===== src/rtl/mesi_line_ctrl.sv =====
module mesi_line_ctrl #(
  parameter int LINES = 16,
  localparam int IDXW = (LINES > 1) ? $clog2(LINES) : 1
) (
  input  logic            clk,
  input  logic            rst_n,
  input  logic            cpu_valid,
  input  logic            cpu_write,
  input  logic [IDXW-1:0] cpu_idx,
  output logic            cpu_ready,
  output logic [1:0]      cpu_state,
  input  logic            shared_in,
  output logic            bus_req_valid,
  output logic [1:0]      bus_req_op,
  output logic [IDXW-1:0] bus_req_idx,
  input  logic            snoop_valid,
  input  logic [1:0]      snoop_op,
  input  logic [IDXW-1:0] snoop_idx,
  input  logic            supply_chain_in,
  output logic            supply_chain_out,
  output logic            shared_out,
  output logic            supply_data,
  output logic            writeback
);
  localparam logic [1:0] ST_I = 2'd0, ST_S = 2'd1, ST_E = 2'd2, ST_M = 2'd3;
  localparam logic [1:0] OP_NONE = 2'd0, OP_RD = 2'd1, OP_WR = 2'd2, OP_INV = 2'd3;

  logic [1:0] st_q [LINES];
  logic [1:0] cpu_st, snp_st;
  logic       cpu_go, snp_hit;

  assign cpu_st    = st_q[cpu_idx];
  assign snp_st    = st_q[snoop_idx];
  assign cpu_ready = !snoop_valid;
  assign cpu_go    = cpu_valid && cpu_ready;
  assign cpu_state = cpu_st;

  always_comb begin
    bus_req_op = OP_NONE;
    if (cpu_go) begin
      if (cpu_st == ST_I)
        bus_req_op = cpu_write ? OP_WR : OP_RD;
      else if (cpu_write && cpu_st == ST_S)
        bus_req_op = OP_INV;
    end
  end
  assign bus_req_valid = bus_req_op != OP_NONE;
  assign bus_req_idx   = cpu_idx;

  assign snp_hit          = snoop_valid && snp_st != ST_I && snoop_op != OP_NONE;
  assign shared_out       = snp_hit && snoop_op == OP_RD;
  assign writeback        = snp_hit && snp_st == ST_M && snoop_op != OP_INV;
  assign supply_data      = writeback || (shared_out && !supply_chain_in);
  assign supply_chain_out = supply_chain_in || supply_data;

  always_ff @(posedge clk) begin
    if (!rst_n) begin
      for (int i = 0; i < LINES; i++) st_q[i] <= ST_I;
    end else if (snp_hit) begin
      st_q[snoop_idx] <= (snoop_op == OP_RD) ? ST_S : ST_I;
    end else if (cpu_go) begin
      if (cpu_write)
        st_q[cpu_idx] <= ST_M;
      else if (cpu_st == ST_I)
        st_q[cpu_idx] <= shared_in ? ST_S : ST_E;
    end
  end
endmodule


===== config.mk =====
export PLATFORM = sky130hd
export DESIGN_NAME = mesi_line_ctrl
export DESIGN_NICKNAME = d
export VERILOG_FILES = /design/src/rtl/mesi_line_ctrl.sv
export SDC_FILE = /design/constraint.sdc
export NUM_CORES = 1
export LEC_CHECK = 0
export ABC_CLOCK_PERIOD_IN_PS = 2900
export BUFFER_PORTS_ARGS = -buffer_cell sky130_fd_sc_hd__buf_4
export CORE_ASPECT_RATIO = 0.9
export CORE_UTILIZATION = 36
export CTS_CLUSTER_DIAMETER = 100
export CTS_CLUSTER_SIZE = 30
export DETAILED_ROUTE_END_ITERATION = 8
export GPL_ROUTABILITY_DRIVEN = 0
export PLACE_DENSITY = 0.5
export SETUP_SLACK_MARGIN = 0.05
export SLEW_MARGIN = 20
export SYNTH_ARGS = -nofsm -noshare
export SYNTH_HDL_FRONTEND = slang
export SYNTH_SLANG_ARGS = --single-unit

===== constraint.sdc =====
create_clock -name clk -period 2.9 [get_ports clk]
set_input_delay 0.29 -clock clk [delete_from_list [all_inputs] [get_ports clk]]
set_output_delay 0.29 -clock clk [all_outputs]
set_load 0.02 [all_outputs]

## Word-level counts from Yosys, hierarchy flattened

Memory sizes are Yosys's and may differ from the RTL's.
Index checks and enable logic that the tools add are counted.

| operators by class | value |
|---|---|
| equal/unequal tests | 4 |
| multiplexer cells | 28 |
| bitwise gates (word level) | 1 |
| reduce and logical (&&, ||, !) cells | 18 |

Operators with widths:

| kind | number |
|---|---|
| $mux 1 | 18 |
| $mux 2 | 8 |
| $logic_and 1x1->1 | 8 |
| $mux 4 | 2 |
| $reduce_bool 2->1 | 3 |
| $eq 2x1->1 const B | 2 |
| $reduce_or 2->1 | 2 |
| $eq 2x2->1 const B | 1 |
| $logic_not 1->1 | 2 |
| $logic_not 2->1 | 1 |
| $logic_or 1x1->1 | 2 |
| $ne 2x2->1 const B | 1 |
| $or 1x1->1 | 1 |

| storage, ports and cells | value |
|---|---|
| register bits after elaboration | 0 |
| memory bits (writable) | 32 |
| input port bits | 17 |
| output and inout port bits | 14 |
| logic and storage cells | 52 |
| memories kept | 1 |

Memories:

| name | words | bits a word | rd ports | clocked after Yosys merged registers in | write ports | RTL line | RTL |
|---|---|---|---|---|---|---|---|
| st_q | 16 | 2 | 2 | 0 | 16 | 28 | `logic [1:0] st_q [LINES];` |

## Depth between registers and ports, before layout

An unclocked memory read counts as a cell.

| depth | value |
|---|---|
| word-level depth | 11 |
| depth in mapped cells | 10 |
| depth with buffers taken out | 6 |

## Worst setup path before layout

Ideal clock, no wire load.

| timing | value |
|---|---|
| kind | in2out |
| from | input cpu_idx[1] |
| to | output bus_req_valid |
| data arrival time | 2.201 ns |
| required time | 2.610 ns |
| path slack | 0.409 ns |
| cell stages on the path | 6 |
| buffers on the path | 1 |
| cells stage by stage | buf_6 mux4_2 mux2i_1 o21ai_0 nor3b_1 a21boi_0 |

| between the ends | value |
|---|---|
| longest elaborated chain between the ends | 7 |
| elaborated cells between the ends (all ways) | 8 |
| classes of those cells | eq/ne (1); mux (3); reduce/logical (3); memory (1) |

Ends and longest elaborated chain:

| element | RTL line | RTL |
|---|---|---|
| start: declaration | 9 | `input logic [IDXW-1:0] cpu_idx,` |
| $mem_v2 16x2 (*) | - |  |
| named net cpu_state[1] | 11 | `output logic [1:0] cpu_state,` |
| $eq 2x1->1 | 43 | `else if (cpu_write && cpu_st == ST_S)` |
| $logic_and 1x1->1 | 43 |  |
| $mux 2 | 43 |  |
| $mux 2 (*) | 41 | `if (cpu_st == ST_I)` |
| $mux 2 (*) | 40 | `if (cpu_go) begin` |
| $reduce_bool 2->1 (*) | 47 | `assign bus_req_valid = bus_req_op != OP_NONE;` |
| end: declaration | 13 | `output logic bus_req_valid,` |

The timed path passes the listed nets; every way through them passes the cells marked *.

==> results.txt <==
----------------------------------------------------
[Floorplan]
  Floorplan row count ... 28
  Core area ... 6656 µm²
  Die Outline Area ... between 7000 and 8000 µm²
  Horizontal extent of the die ... 90.04 µm
  Vertical die dimension ... 81.23 µm
  Num ports ... 31
  Initial cell density of the core ... 0.3773

[STA]
  Final Hold Slack ... 0.5577 ns
  Max Clk Rate ... between 0.3 and 0.4 GHz
  Worst-Margin Slew ... between 0.5 and 0.6 ns
  Summed negative setup slack over all endpoints ... 0 ns
  Clock Skew ... 0.008445 ns
  Ratio of final minimum period to clock period ... 0.9407
  Unrepaired setup endpoints after global routing ... false
  Number of endpoints with negative hold slack in the final report ... 0
  Number of pins with negative max-slew slack in the final report ... 0
  Worst-case headroom to the max-slew limit ... 0.6267
  Final min period ... ~2.7 ns
  Number of setup violations in the final report ... 0

[Detailed routing]
  Total number of vias ... ~1900
  1st-pass router iterations ... 4
  DRC violations left ... 0
  Vias per Instance ... ~5.6
  Post-DR wirelength/cell ... 19.15 µm
  Number of DRC violations after detailed-routing iteration 0 ... 99
  Routed wire length ... 6433 µm
  Post-route ant nets ... 0

[Job]
  Number of maximum-capacitance violations ... 0

[Worst setup path]
  Worst path buffer plus inverter count ... 0
  End of the worst register-to-register path ... st_q[11][0]$_SDFFCE_PN0P_
  Largest fanout on the critical path ... 6
  Kind of end point of the critical path ... flop
  Slack of the worst reg-to-reg path ... between 0.15 and 0.2 ns
  CP max stage cell ... sky130_fd_sc_hd__mux4_2
  Critical path cell sequence ... mux4_2 -> mux2_4 -> a211oi_2 -> or3_1 -> mux2_4 -> o21ai_1
  CP peak stage delay ... between 0.4 and 0.5 ns
  Stages on worst setup path ... 6
  Arrival time reported for the critical path endpoint ... 2.71 ns
  Launch point of the worst reg-to-reg path ... st_q[7][0]$_SDFFCE_PN0P_
  Required time of the critical path ... roughly 2.9 ns
  Crit-path most repeated cell ... sky130_fd_sc_hd__mux2_4
  Critical path's top delay family ... multiplexers
  Critical path start-end classification ... reg2reg
  R2R cell count ... 6
  Critical Path Start Type ... flop

[Pwr]
  Internal portion of total power ... 0.0008165 W
  Maximum vdd ir drop ... between 0.2 and 0.3 mV
  Proportion of power drawn by the clock network ... 0.302
  Fraction of power spent switching nets ... 0.3132
  Register share of total power ... 0.454
  Power Total ... around 0.0012 W
  Net switching power ... between 0.0003 and 0.0004 W
  Fraction of power consumed by combinational cells ... 0.245
  Leak pwr ... between 1 and 1.5 nW
  Power per cell area ... 406.2 nW/µm²

[Synth]
  Number of flops mapped to enable cells by yosys ... 32
  Netlist cell types ... 45
  Number of nets produced by synthesis ... 235
  Share of synthesized flip-flops with an asynchronous set or reset ... 0
  Mean instance size in the synthesized netlist ... approximately 12 µm²
  Register area share after synthesis ... 0.3827
  Number of register bits inferred by synthesis ... 32
  Number of warnings reported in the yosys synthesis log ... 0
  Dominant register cell in the synthesized netlist ... sky130_fd_sc_hd__edfxtp_1
  Area of the mapped netlist ... 2511 µm²
  Synthesized instance count ... 218

[Clocking]
  Cell at the root of the clock tree ... sky130_fd_sc_hd__clkbuf_8
  Cts repair resizes ... 0
  Clock tree buffer depth ... 2
  Number of buffers inserted for hold repair after clock tree synthesis ... 0
  Post CTS Setup Buffer Count ... 0
  TritonCTS sink count ... 32
  TritonCTS clock tree ... built
  Clock transition at path regs ... 0.08 ns
  Maximum level of the CTS H-tree ... 2
  Clock latency at the later pin of the worst-skew pair ... about 0.29 ns
  Number of buffers created by CTS ... 5

[Placed design]
  DPL Wire Length ... about 4800 µm
  Number of buffers added on ports ... 30
  Post-Place Cells ... approximately 330

[GRT]
  Pin count of the biggest net entering global routing ... 18
  Global-route wire length before repair ... between 10000 and 15000 µm
  Remaining global-route overflow ... 0
  Number of antenna violations at the first check in global routing ... 0
  Number of global-route vias before repair ... 1779
  GRT Util Overall ... 0.1893

[Cells and area]
  Ratio of cells with drive above 1 in the final layout ... 0.4187
  Fin cells ... between 300 and 400
  Area delta synth->final ... 16.54%
  Flip-flop count of the largest register, all copies and words added ... 32
  Final cell utilization of the core ... 0.4397
  Ant. Diodes ... 0
  Top flop regs ... st_q (32)
  Number of nets at the end of the flow ... about 260
  Most flop-heavy register ... st_q
  Fill count ... 647

[Status]
  Run status ... finished clean

[Min path]
  Endpoint with the worst hold slack ... st_q[7][1]$_SDFFCE_PN0P_
  Kind of path behind the tightest hold check ... in2reg
  Hold depth ... 3
  Hold_sp ... rst_n

----------------------------------------------------
[cells by family after synthesis]
logic type / synth area share
mux: 0.1744
compound gates: 0.1405
buf+inv: 0.07923
simple gates: 0.2197
flops: 0.3827
xor+xnor: 0.003488
[layer usage]
| layer | routed length, µm | vias to the layer above | track usage |
|---|---|---|---|
| met4 | 103 | 0 | 0.05645 |
| met3 | 256 | 8 | 0.04494 |
| li1 | - | 883 | - |
| met2 | 2759 | 49 | 0.2817 |
| met5 | 0 | - | 0 |
| met1 | 3313 | 937 | 0.2725 |
[final cells by class]
cell class / count / area (µm²) / area share
clock buffers: 5 / 68.82 / 0.02351
clock inverters: 3 / 18.77 / 0.006413
inverters: 7 / 26.28 / 0.008978
multi-input cells: 156 / 1354 / 0.4626
flip-flops and latches: 32 / 960.9 / 0.3283
well taps: 90 / 112.6 / 0.03848
repair buffers: 43 / 385.4 / 0.1317
[cell usage after synthesis, types with 2 or more instances]
master | instances | area share
sky130_fd_sc_hd__nor2b_1 | 10 | 0.025
sky130_fd_sc_hd__nor2_1 | 10 | 0.015
sky130_fd_sc_hd__o21ai_0 | 3 | 0.0060
sky130_fd_sc_hd__o21ai_1 | 16 | 0.032
sky130_fd_sc_hd__clkbuf_1 | 4 | 0.0060
sky130_fd_sc_hd__nor4_1 | 3 | 0.0075
sky130_fd_sc_hd__buf_4 | 5 | 0.015
sky130_fd_sc_hd__a22oi_2 | 2 | 0.010
sky130_fd_sc_hd__mux2i_2 | 3 | 0.016
sky130_fd_sc_hd__inv_1 | 7 | 0.010
sky130_fd_sc_hd__o211ai_1 | 3 | 0.0090
sky130_fd_sc_hd__buf_2 | 6 | 0.012
sky130_fd_sc_hd__a221oi_1 | 4 | 0.014
sky130_fd_sc_hd__edfxtp_1 | 32 | 0.38
sky130_fd_sc_hd__buf_6 | 8 | 0.036
sky130_fd_sc_hd__nor3_1 | 6 | 0.012
sky130_fd_sc_hd__and2_1 | 5 | 0.012
sky130_fd_sc_hd__mux4_2 | 10 | 0.090
sky130_fd_sc_hd__nand2_1 | 8 | 0.012
sky130_fd_sc_hd__nor3_2 | 28 | 0.11
sky130_fd_sc_hd__a2bb2oi_2 | 2 | 0.012
sky130_fd_sc_hd__nand3_1 | 2 | 0.0040
sky130_fd_sc_hd__a21oi_1 | 5 | 0.010
sky130_fd_sc_hd__mux2i_1 | 13 | 0.052
sky130_fd_sc_hd__mux2_4 | 2 | 0.012
sky130_fd_sc_hd__a22oi_1 | 2 | 0.0060
[cell usage in the layout (no fill, tap or decap), types with 6 or more instances in the layout]
cell type,count
sky130_fd_sc_hd__edfxtp_1,32
sky130_fd_sc_hd__nand2_1,8
sky130_fd_sc_hd__mux4_2,10
sky130_fd_sc_hd__nor3_2,28
sky130_fd_sc_hd__nor2b_1,9
sky130_fd_sc_hd__nor2_1,10
sky130_fd_sc_hd__nor3_1,6
sky130_fd_sc_hd__inv_1,7
sky130_fd_sc_hd__o21ai_1,16
sky130_fd_sc_hd__mux2i_1,13
sky130_fd_sc_hd__buf_4,38
[worst register-to-register path, stage by stage, from the launching register on]
cell and delay (ns):
sky130_fd_sc_hd__edfxtp_1 0.44, sky130_fd_sc_hd__mux4_2 0.47, sky130_fd_sc_hd__mux2_4 0.30, sky130_fd_sc_hd__a211oi_2 0.20, sky130_fd_sc_hd__or3_1 0.41, sky130_fd_sc_hd__mux2_4 0.39
sky130_fd_sc_hd__o21ai_1 0.22
[worst max-delay path by stage]
stage / start / endpoint / slack (ns)
global route: st_q[10][1]$_SDFFCE_PN0P_ / bus_req_valid / 0.06
finish: st_q[7][0]$_SDFFCE_PN0P_ / st_q[11][0]$_SDFFCE_PN0P_ / 0.17
CTS: st_q[6][0]$_SDFFCE_PN0P_ / st_q[11][0]$_SDFFCE_PN0P_ / 0.19
detailed placement: cpu_idx[1] / st_q[11][0]$_SDFFCE_PN0P_ / 0.12
global placement: cpu_idx[1] / st_q[10][1]$_SDFFCE_PN0P_ / 0.18
floorplan: cpu_idx[1] / bus_req_valid / 0.41
[through the flow]
stage | worst slack (ns) | cell area (µm²)
6_report | 0.1721 | 2927
2_1_floorplan | 0.4094 | 2511
3_5_place_dp | 0.1185 | 2839
5_1_grt | 0.06187 | 2927
3_3_place_gp | 0.1791 | 2839
4_1_cts | 0.1911 | 2927
[power groups by stage]
| stage | Clock [W] | Sequential (W) | Combinational (W) |
|---|---|---|---|
| 3_3_place_gp | 0 | 0.000549 | 0.000290 |
| 5_1_grt | 0.000381 | 0.000541 | 0.000314 |
| 2_1_floorplan | 0 | 0.000542 | 0.000200 |
| 4_1_cts | 0.000365 | 0.000539 | 0.000291 |
| 3_5_place_dp | 0 | 0.000549 | 0.000290 |
| 6_report | 0.000359 | 0.000539 | 0.000291 |
No activity file was read; power rests on OpenSTA's default activity.
